==> config.mk <==
export PLATFORM = sky130hd
export DESIGN_NAME = eeprom_image_loader
export DESIGN_NICKNAME = d
export VERILOG_FILES = /design/src/rtl/eel_pkg.sv /design/src/rtl/eel_shadow.sv /design/src/rtl/eel_accum.sv /design/src/rtl/eel_ctrl.sv /design/src/rtl/eeprom_image_loader.sv
export SDC_FILE = /design/constraint.sdc
export NUM_CORES = 2
export LEC_CHECK = 0
export BUFFER_PORTS_ARGS = -buffer_cell sky130_fd_sc_hd__buf_2
export CORE_UTILIZATION = 37
export DETAILED_ROUTE_END_ITERATION = 7
export SLEW_MARGIN = 25
export SYNTH_ARGS = -nofsm -noshare
export SYNTH_HDL_FRONTEND = slang
export SYNTH_SLANG_ARGS = --single-unit
==> constraint.sdc <==
create_clock -name clk -period 3.18 [get_ports clk]
set_input_delay 0.159 -clock clk [delete_from_list [all_inputs] [get_ports clk]]
set_output_delay 0.159 -clock clk [all_outputs]
set_load 0.02 [all_outputs]
==> src/rtl/eel_pkg.sv <==
package eel_pkg;

    typedef enum logic [1:0] {
        ST_EMPTY   = 2'b00,
        ST_LOADING = 2'b01,
        ST_VALID   = 2'b10,
        ST_INVALID = 2'b11
    } img_status_e;

    typedef enum logic [2:0] {
        S_IDLE,
        S_LD_RD,
        S_LD_CHK,
        S_LK_OUT,
        S_UP_RD,
        S_UP_WR,
        S_WR,
        S_FIN
    } ldr_state_e;

endpackage

==> src/rtl/eel_shadow.sv <==
module eel_shadow #(
    parameter int          AW        = 6,
    parameter int          DW        = 16,
    parameter logic [15:0] SIG_MASK  = 16'hC000,
    parameter logic [15:0] SIG_VALID = 16'h4000
) (
    input  logic          clk,
    input  logic          rst_n,
    input  logic          wr_en,
    input  logic [AW-1:0] wr_addr,
    input  logic [DW-1:0] wr_data,
    input  logic          sig_clr,
    input  logic [AW-1:0] rd_addr,
    output logic [DW-1:0] rd_data,
    output logic          sig_ok
);
    localparam int WORDS = 1 << AW;

    logic [DW-1:0] word_q [WORDS];

    for (genvar g = 0; g < WORDS; g++) begin : g_word
        if (g == 0) begin : g_sig_word
            // word 0 carries the signature; clearing only touches its field
            always_ff @(posedge clk) begin
                if (!rst_n) begin
                    word_q[g] <= '0;
                end else if (sig_clr) begin
                    word_q[g] <= word_q[g] & ~DW'(SIG_MASK);
                end else if (wr_en && wr_addr == AW'(g)) begin
                    word_q[g] <= wr_data;
                end
            end
        end else begin : g_plain_word
            always_ff @(posedge clk) begin
                if (!rst_n) begin
                    word_q[g] <= '0;
                end else if (wr_en && wr_addr == AW'(g)) begin
                    word_q[g] <= wr_data;
                end
            end
        end
    end

    assign rd_data = word_q[rd_addr];
    assign sig_ok  = (word_q[0] & DW'(SIG_MASK)) == DW'(SIG_VALID);

endmodule

==> src/rtl/eel_accum.sv <==
module eel_accum #(
    parameter int          DW     = 16,
    parameter logic [15:0] TARGET = 16'hBABA
) (
    input  logic          clk,
    input  logic          rst_n,
    input  logic          clr,
    input  logic          add_en,
    input  logic [DW-1:0] add_val,
    output logic          match,
    output logic [DW-1:0] balance
);
    logic [DW-1:0] sum_q;

    always_ff @(posedge clk) begin
        if (!rst_n || clr) begin
            sum_q <= '0;
        end else if (add_en) begin
            sum_q <= sum_q + add_val;   // wraps modulo 2^DW
        end
    end

    assign match   = (sum_q == DW'(TARGET));
    assign balance = DW'(TARGET) - sum_q;

endmodule

==> src/rtl/eel_ctrl.sv <==
module eel_ctrl
    import eel_pkg::*;
#(
    parameter int AW = 6,
    parameter int DW = 16,
    parameter int IW = 7
) (
    input  logic          clk,
    input  logic          rst_n,
    input  logic          cmd_load,
    input  logic          cmd_lookup,
    input  logic [IW-1:0] lk_index,
    input  logic          cmd_update,
    input  logic          cmd_write,
    input  logic [AW-1:0] wr_addr,
    input  logic [DW-1:0] wr_data,
    output logic          ee_req,
    output logic          ee_we,
    output logic [AW-1:0] ee_addr,
    output logic [DW-1:0] ee_wdata,
    input  logic          ee_gnt,
    input  logic [DW-1:0] ee_rdata,
    output logic          busy,
    output logic          done,
    output logic [1:0]    status,
    output logic          lk_valid,
    output logic [DW-1:0] lk_data,
    output logic          sh_we,
    output logic [AW-1:0] sh_waddr,
    output logic          sh_sig_clr,
    output logic [AW-1:0] sh_raddr,
    input  logic [DW-1:0] sh_rdata,
    input  logic          sig_ok,
    output logic          acc_clr,
    output logic          acc_add,
    input  logic          sum_match,
    input  logic [DW-1:0] sum_balance
);
    localparam int            WORDS     = 1 << AW;
    localparam logic [AW-1:0] LAST_ADDR = AW'(WORDS - 1);
    localparam logic [AW-1:0] PRE_LAST  = AW'(WORDS - 2);
    localparam logic [IW-1:0] IDX_LIMIT = IW'(WORDS);

    ldr_state_e  state_q, state_d;
    img_status_e status_q;
    logic [AW-1:0] cnt_q;
    logic [IW-1:0] idx_q;
    logic [AW-1:0] wa_q;
    logic [DW-1:0] wd_q;
    logic          lk_pend_q;

    logic idx_oor_in;
    logic idx_oor_q;
    assign idx_oor_in = (lk_index >= IDX_LIMIT);
    assign idx_oor_q  = (idx_q >= IDX_LIMIT);

    // next-state selection
    always_comb begin
        state_d = state_q;
        unique case (state_q)
            S_IDLE: begin
                if (cmd_write)       state_d = S_WR;
                else if (cmd_update) state_d = S_UP_RD;
                else if (cmd_load)   state_d = S_LD_RD;
                else if (cmd_lookup) state_d = (idx_oor_in || sig_ok) ? S_LK_OUT : S_LD_RD;
            end
            S_LD_RD:  if (ee_gnt && cnt_q == LAST_ADDR) state_d = S_LD_CHK;
            S_LD_CHK: state_d = lk_pend_q ? S_LK_OUT : S_FIN;
            S_LK_OUT: state_d = S_IDLE;
            S_UP_RD:  if (ee_gnt && cnt_q == PRE_LAST) state_d = S_UP_WR;
            S_UP_WR:  if (ee_gnt) state_d = S_FIN;
            S_WR:     if (ee_gnt) state_d = S_FIN;
            S_FIN:    state_d = S_IDLE;
            default:  state_d = S_IDLE;
        endcase
    end

    // state register
    always_ff @(posedge clk) begin
        if (!rst_n) state_q <= S_IDLE;
        else        state_q <= state_d;
    end

    // command latches, word counter and image status
    always_ff @(posedge clk) begin
        if (!rst_n) begin
            status_q  <= ST_EMPTY;
            cnt_q     <= '0;
            idx_q     <= '0;
            wa_q      <= '0;
            wd_q      <= '0;
            lk_pend_q <= 1'b0;
        end else begin
            unique case (state_q)
                S_IDLE: begin
                    cnt_q <= '0;
                    if (cmd_write) begin
                        wa_q <= wr_addr;
                        wd_q <= wr_data;
                    end else if (cmd_update) begin
                        lk_pend_q <= 1'b0;
                    end else if (cmd_load) begin
                        lk_pend_q <= 1'b0;
                        status_q  <= ST_LOADING;
                    end else if (cmd_lookup) begin
                        idx_q     <= lk_index;
                        lk_pend_q <= 1'b1;
                        if (!(idx_oor_in || sig_ok)) status_q <= ST_LOADING;
                    end
                end
                S_LD_RD, S_UP_RD: begin
                    if (ee_gnt) cnt_q <= cnt_q + 1'b1;
                end
                S_LD_CHK: begin
                    status_q <= (sum_match && sig_ok) ? ST_VALID : ST_INVALID;
                end
                S_UP_WR, S_WR: begin
                    if (ee_gnt) status_q <= ST_EMPTY;
                end
                S_LK_OUT, S_FIN: ;
                default: ;
            endcase
        end
    end

    // outputs decoded from the current state
    always_comb begin
        ee_req     = 1'b0;
        ee_we      = 1'b0;
        ee_addr    = cnt_q;
        ee_wdata   = '0;
        done       = 1'b0;
        lk_valid   = 1'b0;
        lk_data    = '0;
        sh_we      = 1'b0;
        sh_sig_clr = 1'b0;
        acc_add    = 1'b0;
        unique case (state_q)
            S_IDLE: ;
            S_LD_RD: begin
                ee_req  = 1'b1;
                sh_we   = ee_gnt;
                acc_add = ee_gnt;
            end
            S_LD_CHK: sh_sig_clr = !sum_match;
            S_LK_OUT: begin
                lk_valid = 1'b1;
                done     = 1'b1;
                lk_data  = (!idx_oor_q && sig_ok) ? sh_rdata : '0;
            end
            S_UP_RD: begin
                ee_req  = 1'b1;
                acc_add = ee_gnt;
            end
            S_UP_WR: begin
                ee_req     = 1'b1;
                ee_we      = 1'b1;
                ee_addr    = LAST_ADDR;
                ee_wdata   = sum_balance;
                sh_sig_clr = ee_gnt;
            end
            S_WR: begin
                ee_req     = 1'b1;
                ee_we      = 1'b1;
                ee_addr    = wa_q;
                ee_wdata   = wd_q;
                sh_sig_clr = ee_gnt;
            end
            S_FIN: done = 1'b1;
            default: ;
        endcase
    end

    assign busy     = (state_q != S_IDLE);
    assign status   = status_q;
    assign sh_waddr = cnt_q;
    assign sh_raddr = idx_q[AW-1:0];
    assign acc_clr  = (state_q == S_IDLE);

    AST_REQ_HOLD: assert property (@(posedge clk) disable iff (!rst_n) (ee_req && !ee_gnt) |=> (ee_req && $stable(ee_addr) && $stable(ee_we) && $stable(ee_wdata)));
    AST_LOAD_STEP: assert property (@(posedge clk) disable iff (!rst_n) (state_q == S_LD_RD && ee_gnt && cnt_q != LAST_ADDR) |=> (ee_addr == AW'($past(ee_addr) + 1'b1)));
    AST_FAIL_CLEARS_SIG: assert property (@(posedge clk) disable iff (!rst_n) (state_q == S_LD_CHK && !sum_match) |=> (!sig_ok && status_q == ST_INVALID));
    AST_WRITE_INVALIDATES: assert property (@(posedge clk) disable iff (!rst_n) (ee_req && ee_we && ee_gnt) |=> (!sig_ok && status_q == ST_EMPTY));
    AST_NOT_VALID_ZERO: assert property (@(posedge clk) disable iff (!rst_n) (lk_valid && status_q != ST_VALID) |-> (lk_data == '0));
    AST_OOR_ZERO: assert property (@(posedge clk) disable iff (!rst_n) (lk_valid && idx_oor_q) |-> (lk_data == '0));

endmodule

==> src/rtl/eeprom_image_loader.sv <==
module eeprom_image_loader #(
    parameter int          AW        = 6,
    parameter int          DW        = 16,
    parameter logic [15:0] SUM_TGT   = 16'hBABA,
    parameter logic [15:0] SIG_MASK  = 16'hC000,
    parameter logic [15:0] SIG_VALID = 16'h4000,
    localparam int         IW        = AW + 1
) (
    input  logic          clk,
    input  logic          rst_n,
    input  logic          cmd_load,
    input  logic          cmd_lookup,
    input  logic [IW-1:0] lk_index,
    input  logic          cmd_update,
    input  logic          cmd_write,
    input  logic [AW-1:0] wr_addr,
    input  logic [DW-1:0] wr_data,
    output logic          ee_req,
    output logic          ee_we,
    output logic [AW-1:0] ee_addr,
    output logic [DW-1:0] ee_wdata,
    input  logic          ee_gnt,
    input  logic [DW-1:0] ee_rdata,
    output logic          busy,
    output logic          done,
    output logic [1:0]    status,
    output logic          lk_valid,
    output logic [DW-1:0] lk_data
);
    logic          sh_we, sh_sig_clr, sig_ok;
    logic [AW-1:0] sh_waddr, sh_raddr;
    logic [DW-1:0] sh_rdata;
    logic          acc_clr, acc_add, sum_match;
    logic [DW-1:0] sum_balance;

    eel_ctrl #(.AW(AW), .DW(DW), .IW(IW)) u_ctrl (
        .clk        (clk),
        .rst_n      (rst_n),
        .cmd_load   (cmd_load),
        .cmd_lookup (cmd_lookup),
        .lk_index   (lk_index),
        .cmd_update (cmd_update),
        .cmd_write  (cmd_write),
        .wr_addr    (wr_addr),
        .wr_data    (wr_data),
        .ee_req     (ee_req),
        .ee_we      (ee_we),
        .ee_addr    (ee_addr),
        .ee_wdata   (ee_wdata),
        .ee_gnt     (ee_gnt),
        .ee_rdata   (ee_rdata),
        .busy       (busy),
        .done       (done),
        .status     (status),
        .lk_valid   (lk_valid),
        .lk_data    (lk_data),
        .sh_we      (sh_we),
        .sh_waddr   (sh_waddr),
        .sh_sig_clr (sh_sig_clr),
        .sh_raddr   (sh_raddr),
        .sh_rdata   (sh_rdata),
        .sig_ok     (sig_ok),
        .acc_clr    (acc_clr),
        .acc_add    (acc_add),
        .sum_match  (sum_match),
        .sum_balance(sum_balance)
    );

    eel_shadow #(.AW(AW), .DW(DW), .SIG_MASK(SIG_MASK), .SIG_VALID(SIG_VALID)) u_shadow (
        .clk     (clk),
        .rst_n   (rst_n),
        .wr_en   (sh_we),
        .wr_addr (sh_waddr),
        .wr_data (ee_rdata),
        .sig_clr (sh_sig_clr),
        .rd_addr (sh_raddr),
        .rd_data (sh_rdata),
        .sig_ok  (sig_ok)
    );

    eel_accum #(.DW(DW), .TARGET(SUM_TGT)) u_accum (
        .clk     (clk),
        .rst_n   (rst_n),
        .clr     (acc_clr),
        .add_en  (acc_add),
        .add_val (ee_rdata),
        .match   (sum_match),
        .balance (sum_balance)
    );

endmodule

== After elaboration in Yosys (flattened, before gate mapping) ==
Memories as Yosys holds them, arrays and structs flattened. A register that Yosys moved wholly into a read port is not among the register bits.
Cells that the tools add are included.

* $add $sub $neg: 3
* Order comparisons: 2
* Equality and inequality tests: 81
* Muxes and demuxes: 298
* Bitwise logic cells: 68
* Reductions and logical operators: 89

{| class="wikitable"
|+ Operator list
! cell !! number
|-
| two-way mux 16 bit || 67
|-
| two-way mux 1 bit || 207
|-
| equality test 6 bit (second input constant) || 32
|-
| equality test 6 x 5 -> 1 bit (second input constant) || 16
|-
| logical AND 1 bit || 68
|-
| bitwise OR 1 bit || 65
|-
| equality test 6 x 4 -> 1 bit (second input constant) || 8
|-
| one-hot mux 16 bit (2 select lines) || 1
|-
| equality test 6 x 3 -> 1 bit (second input constant) || 4
|-
| two-way mux 3 bit || 8
|-
| one-hot mux 6 bit (2 select lines) || 2
|-
| two-way mux 6 bit || 3
|-
| one-hot mux 3 bit (6 select lines) || 1
|-
| adder 16 bit || 1
|-
| equality test 16 bit (second input constant) || 1
|-
| subtractor 16 bit (first input constant) || 1
|-
| greater-or-equal comparator 7 bit (second input constant) || 2
|-
| two-way mux 2 bit || 7
|-
| equality test 3 bit (second input constant) || 4
|-
| equality test 6 x 2 -> 1 bit (second input constant) || 2
|-
| nonzero test 3 bit || 3
|-
| != test 2 x 1 -> 1 bit (second input constant) || 4
|-
| adder 6 x 1 -> 6 bit (second input constant) || 1
|-
| equality test 3 x 2 -> 1 bit (second input constant) || 2
|-
| 21 further kinds || 31
|}

* Bits in registers: 57
* RAM bits: 1,024
* Bits of input ports: 52
* Output and inout port bits: 45
* Word-level logic and storage cells: 550
* Memories: 1

{| class="wikitable"
|+ Memory list
! name !! depth !! bits a word !! rd ports !! clocked after Yosys merged registers in !! wr ports !! line !! RTL
|-
| u_shadow.word_q || 64 || 16 || 2 || 1 || 64 || eel_shadow.sv:19 || <nowiki>logic [DW-1:0] word_q [WORDS];</nowiki>
|}

== Logic depth before layout (Yosys ltp) ==
An unclocked memory read counts as a cell.

* Word-level depth: 9
* Gate-level depth with buffers: 9
* Mapped depth without buffers: 9

== Hierarchy ==
From an unflattened synthesis, not the netlist that was laid out.

* Cells, all modules: 3,558
* Area, all modules: 51,282.9 um2

{| class="wikitable"
|+ By module, submodules not included
! module !! times used !! cells an instance !! area each (um2) !! sequential area each (um2)
|-
| eel_shadow || 1 || 3,065 || 47,294.1 || 30,749.5
|-
| eel_ctrl || 1 || 292 || 2,361.0 || 820.8
|-
| eel_accum || 1 || 201 || 1,627.8 || 320.3
|}

== Worst setup path after synthesis ==
Ideal clock, no wire load.

* Path kind: reg-to-reg
* From: reg u_ctrl.cnt_q[2] (netlist: u_ctrl.sh_waddr[2])
* To: mem u_shadow.word_q[21][0] (enable)
* Setup time: 0.411 ns
* Data arrival time: 2.404 ns
* Required time: 2.769 ns
* Setup slack: 0.365 ns
* Stages on the path, launching flop included: 6
* Path buffers: 2
* Period minus slack after synthesis: 2.815 ns
* Cell sequence: dfxtp_1 buf_2 nor2b_1 nand2_1 buf_2 o21ai_0

{| class="wikitable"
|+ RTL lines
! item !! line !! RTL
|-
| start, declared || eel_ctrl.sv:46 || <nowiki>logic [AW-1:0] cnt_q;</nowiki>
|-
| start signal, assigned || eel_ctrl.sv:112 || <nowiki>if (ee_gnt) cnt_q <= cnt_q + 1'b1;</nowiki>
|-
| end, declared || eel_shadow.sv:19 ||
|}

==> impl_metrics.yaml <==
run_status:
  outcome: "finished with violations"
  violations: "negative setup slack"
clock_network:
  clk_path_buf_depth: 3
  cts_tree: "yes"
  clk_latency_ps: 730
  numClockSinks: 1087
  clk_pin_slew_ps: 60
  cts_inserted_buffers: 116
  cts_htree_levels: 3
  cts_root_buf: "clkbuf_16"
setup_path:
  reg2reg_to: "u_accum.sum_q[14]"
  cp_data_arrival_time_ps: 3080
  critPathCaptureType: "output port"
  reg2reg_slack_ps: 220
  worstPathMaxFanout: 8
  crit_type: "register to output port"
  rr_worst_depth: 10
  crit_required_ps: 3020
  r2r-start: "u_accum.sum_q[0]"
  critPathLaunchType: "register"
min_path:
  holdPathEnd: "u_accum.sum_q[5]"
  holdCritStartpoint: "ee_rdata[5]"
  hold_path_class: "input pin to register"
  hold_depth: 5
drt:
  ant_nets: 0
  wl_met3_mm: 9.99
  drcViolationCount: 0
  wl_met1_mm: 62.6
  routedWlPerCell_um: 26.1
  drtIter0Drc: 3106
  drt_wl_total_mm: 145
  firstDrtPassIters: 5
  top_layer: "met4"
  wl_met2_mm: 68.7
  num_vias: 30000
  post_drt_via_cell_ratio: 5.39
sta:
  hold_violations: 0
  hold_slack_ps: 60.2
  rsz0062_at_grt: "yes"
  tightest_slew_ps: 1060
  post-route-worst-setup-slack_ps: -61.6
  post-route-min-period_ps: 3240
  setup_viol: 8
  finalCritPeriodShare_pct: 102
  fmax_ghz: 0.308
  relSlewSlack_pct: 29.4
  fin_tns_setup_ps: -218
  skew_ps: 41.7
  slew_violations: 0
yosys:
  yosys.area.top_type: "edfxtp_1"
  synth_top_area_share_pct: 59.6
  ys_async_sr_fraction_pct: 0
  seq_area_frac_synth_pct: 62.1
  syn_nets: 3579
  synth_area_leaders: "edfxtp_1, and2_1, mux4_2"
  syn_area_um2: 51600
  ys_ff_latch: 1087
  ys_dominant_reg_cell: "edfxtp_1"
  synth-edff-count: 1024
  syn_inst: 3505
  synthDistinctLibCells: 67
  avgSynthCellArea_um2: 14.7
  synth_warnings: 0
grt:
  grt_usage_pct: 20.4
  grt_start_max_net_pins: 68
  overflow: 0
  first_global_vias: 30000
  antenna_found_initial: 6
  grt_pass1_wl_mm: 210
floorplan:
  fp.coreArea_um2: 138000
  pin_count: 97
  die_y_um: 375
  fp.dieArea_um2: 141000
  fp.dieW_um: 375
  initial_utilization_pct: 37.4
  rows: 136
placement:
  gp_congestion: 0.829
  dp.cells: 5272
  dp_hpwl_mm: 87.5
  post-place-ws_ps: 417
  portBuffers: 96
flow_run:
  cap_violations: 0
finish:
  final_cell_mix: "edfxtp_1, and2_1, mux4_2"
  multi_input_area_um2: 18500
  fin_nets: 3748
  syn_to_final_growth_pct: 16.9
  n_fill_cell: 12100
  layout_commonest_cell: "edfxtp_1"
  regArea_um2: 32000
  diodes: 0
  drive_above_1_share_pct: 25.3
  fin_cells: 5566
power:
  p_int_w: 0.0256
  power_w: 0.0343
  clock_power_share_pct: 40.0
  p_per_area_nw_per_um2: 570
  vdd_ir_drop_max_mv: 0.403
  cellLeakagePower_nw: 21.1
  power.switching_w: 0.00870
  switching_share_pct: 25.3
  power_frac_seq_pct: 48.6
  p_comb_share_pct: 11.4
==> metal layers <==
layer	global-route usage, %	vias up
li1	-	13200
met1	28.5	15400
met2	33.1	1119
met3	3.17	194
met4	5.51	0
met5	0	-
==> power by group through the flow <==
stage / clock, W / combinational (W) / sequential (W)
final: 0.0137 / 0.00391 / 0.0167
after global placement: 0 / 0.00355 / 0.0170
after detailed placement: 0 / 0.00358 / 0.0170
after global routing: 0.0145 / 0.00414 / 0.0167
after CTS: 0.0140 / 0.00387 / 0.0167
after floorplan: 0 / 0.00219 / 0.0168
==> cell usage after synthesis (3+ instances only) <==
| master | number |
|---|---|
| nor2b_1 | 11 |
| mux4_2 | 256 |
| o21ai_0 | 97 |
| a21o_1 | 4 |
| o221a_2 | 3 |
| o21a_1 | 7 |
| or3_1 | 4 |
| a211o_1 | 3 |
| a22oi_1 | 57 |
| nand4_1 | 5 |
| nor2_4 | 33 |
| dfxtp_1 | 63 |
| edfxtp_1 | 1024 |
| buf_1 | 37 |
| buf_6 | 27 |
| a211oi_1 | 11 |
| a32o_1 | 3 |
| nor3_1 | 73 |
| o211ai_1 | 6 |
| a22o_1 | 6 |
| clkbuf_1 | 163 |
| o21bai_1 | 3 |
| nand2_1 | 143 |
| o22ai_1 | 14 |
| clkbuf_2 | 26 |
| buf_4 | 23 |
| inv_1 | 15 |
| and2_1 | 962 |
| nand3_1 | 16 |
| mux2i_1 | 133 |
| a31oi_1 | 4 |
| nand3_2 | 3 |
| xnor2_1 | 14 |
| ha_1 | 21 |
| xor2_1 | 8 |
| a221oi_1 | 4 |
| nor2_1 | 48 |
| nand2b_1 | 6 |
| and3_1 | 4 |
| nand3b_1 | 3 |
| or2_2 | 5 |
| a21oi_1 | 50 |
| nor2_8 | 26 |
| buf_2 | 52 |
==> sequential cells by signal, indices dropped and copies added, names as in the netlist, named ones only <==
signal,count
u_ctrl.state_q,3
u_ctrl.idx_q,7
u_accum.sum_q,16
u_ctrl.lk_pend_q,1
u_shadow.word_q,1024
u_ctrl.sh_waddr,6
u_ctrl.wd_q,16
u_ctrl.wa_q,6
u_ctrl.status,2
==> cells by family (layout without fill, tap and decap cells) <==
group	after synthesis	after routing	share of synthesized area, %
AOI/OAI and AO/OA	282	282	3.46
xor gates and xnor gates	22	22	0.374
adders and majority gates	24	24	0.587
buffers and inverters	347	614	3.34
DFF	1087	1087	62.1
muxes	389	389	13.8
and+or+nand+nor	1354	1354	16.4
==> layout make-up <==
cell class	count	share of cell area, %
Clock buffer	136	4.96
Clock inverter	80	1.39
Inverter	17	0.106
Multi-Input combinational cell	2071	30.7
Sequential cell	1087	53.1
Tap cell	1794	3.72
Timing Repair Buffer	381	6.00
==> repair_timing <==
item | CTS | global route
cloned | 10 | 3
endpoints found under the hold margin | 52 | 0
setup buffers | 18 | 4
hold buffers | 46 | 0
setup endpoints to repair | 16 | 17
pin swaps | 24 | 27
gates resized for setup | 155 | 35
==> stage by stage <==
step | utilization (%) | area [um^2]
2_1_floorplan | - | 51600
3_3_place_gp | 39.6 | 54600
3_5_place_dp | 39.6 | 54600
4_1_cts | 43.6 | 60100
5_1_grt | 43.7 | 60300
6_report | 43.7 | 60300
==> critical path: stages, from the launching register on <==
cell,delay [ps]
dfxtp_4,440
buf_12,210
bufbuf_16,290
mux4_2,520
mux2i_4,210
a22oi_1,130
nand2_2,210
o22ai_2,130
buf_6,180
==> how the worst max path moves through the flow <==
stage | startpoint | end | depth (start not counted)
after floorplan | u_ctrl.sh_waddr[2] | u_shadow.word_q[21][0] | 5
after global placement | register | lk_data[2] | 8
after detailed placement | register | lk_data[2] | 8
after CTS | register | lk_data[9] | 10
after global routing | register | lk_data[12] | 10
final | register | lk_data[14] | 8
No activity file was read; power rests on OpenSTA's default activity.
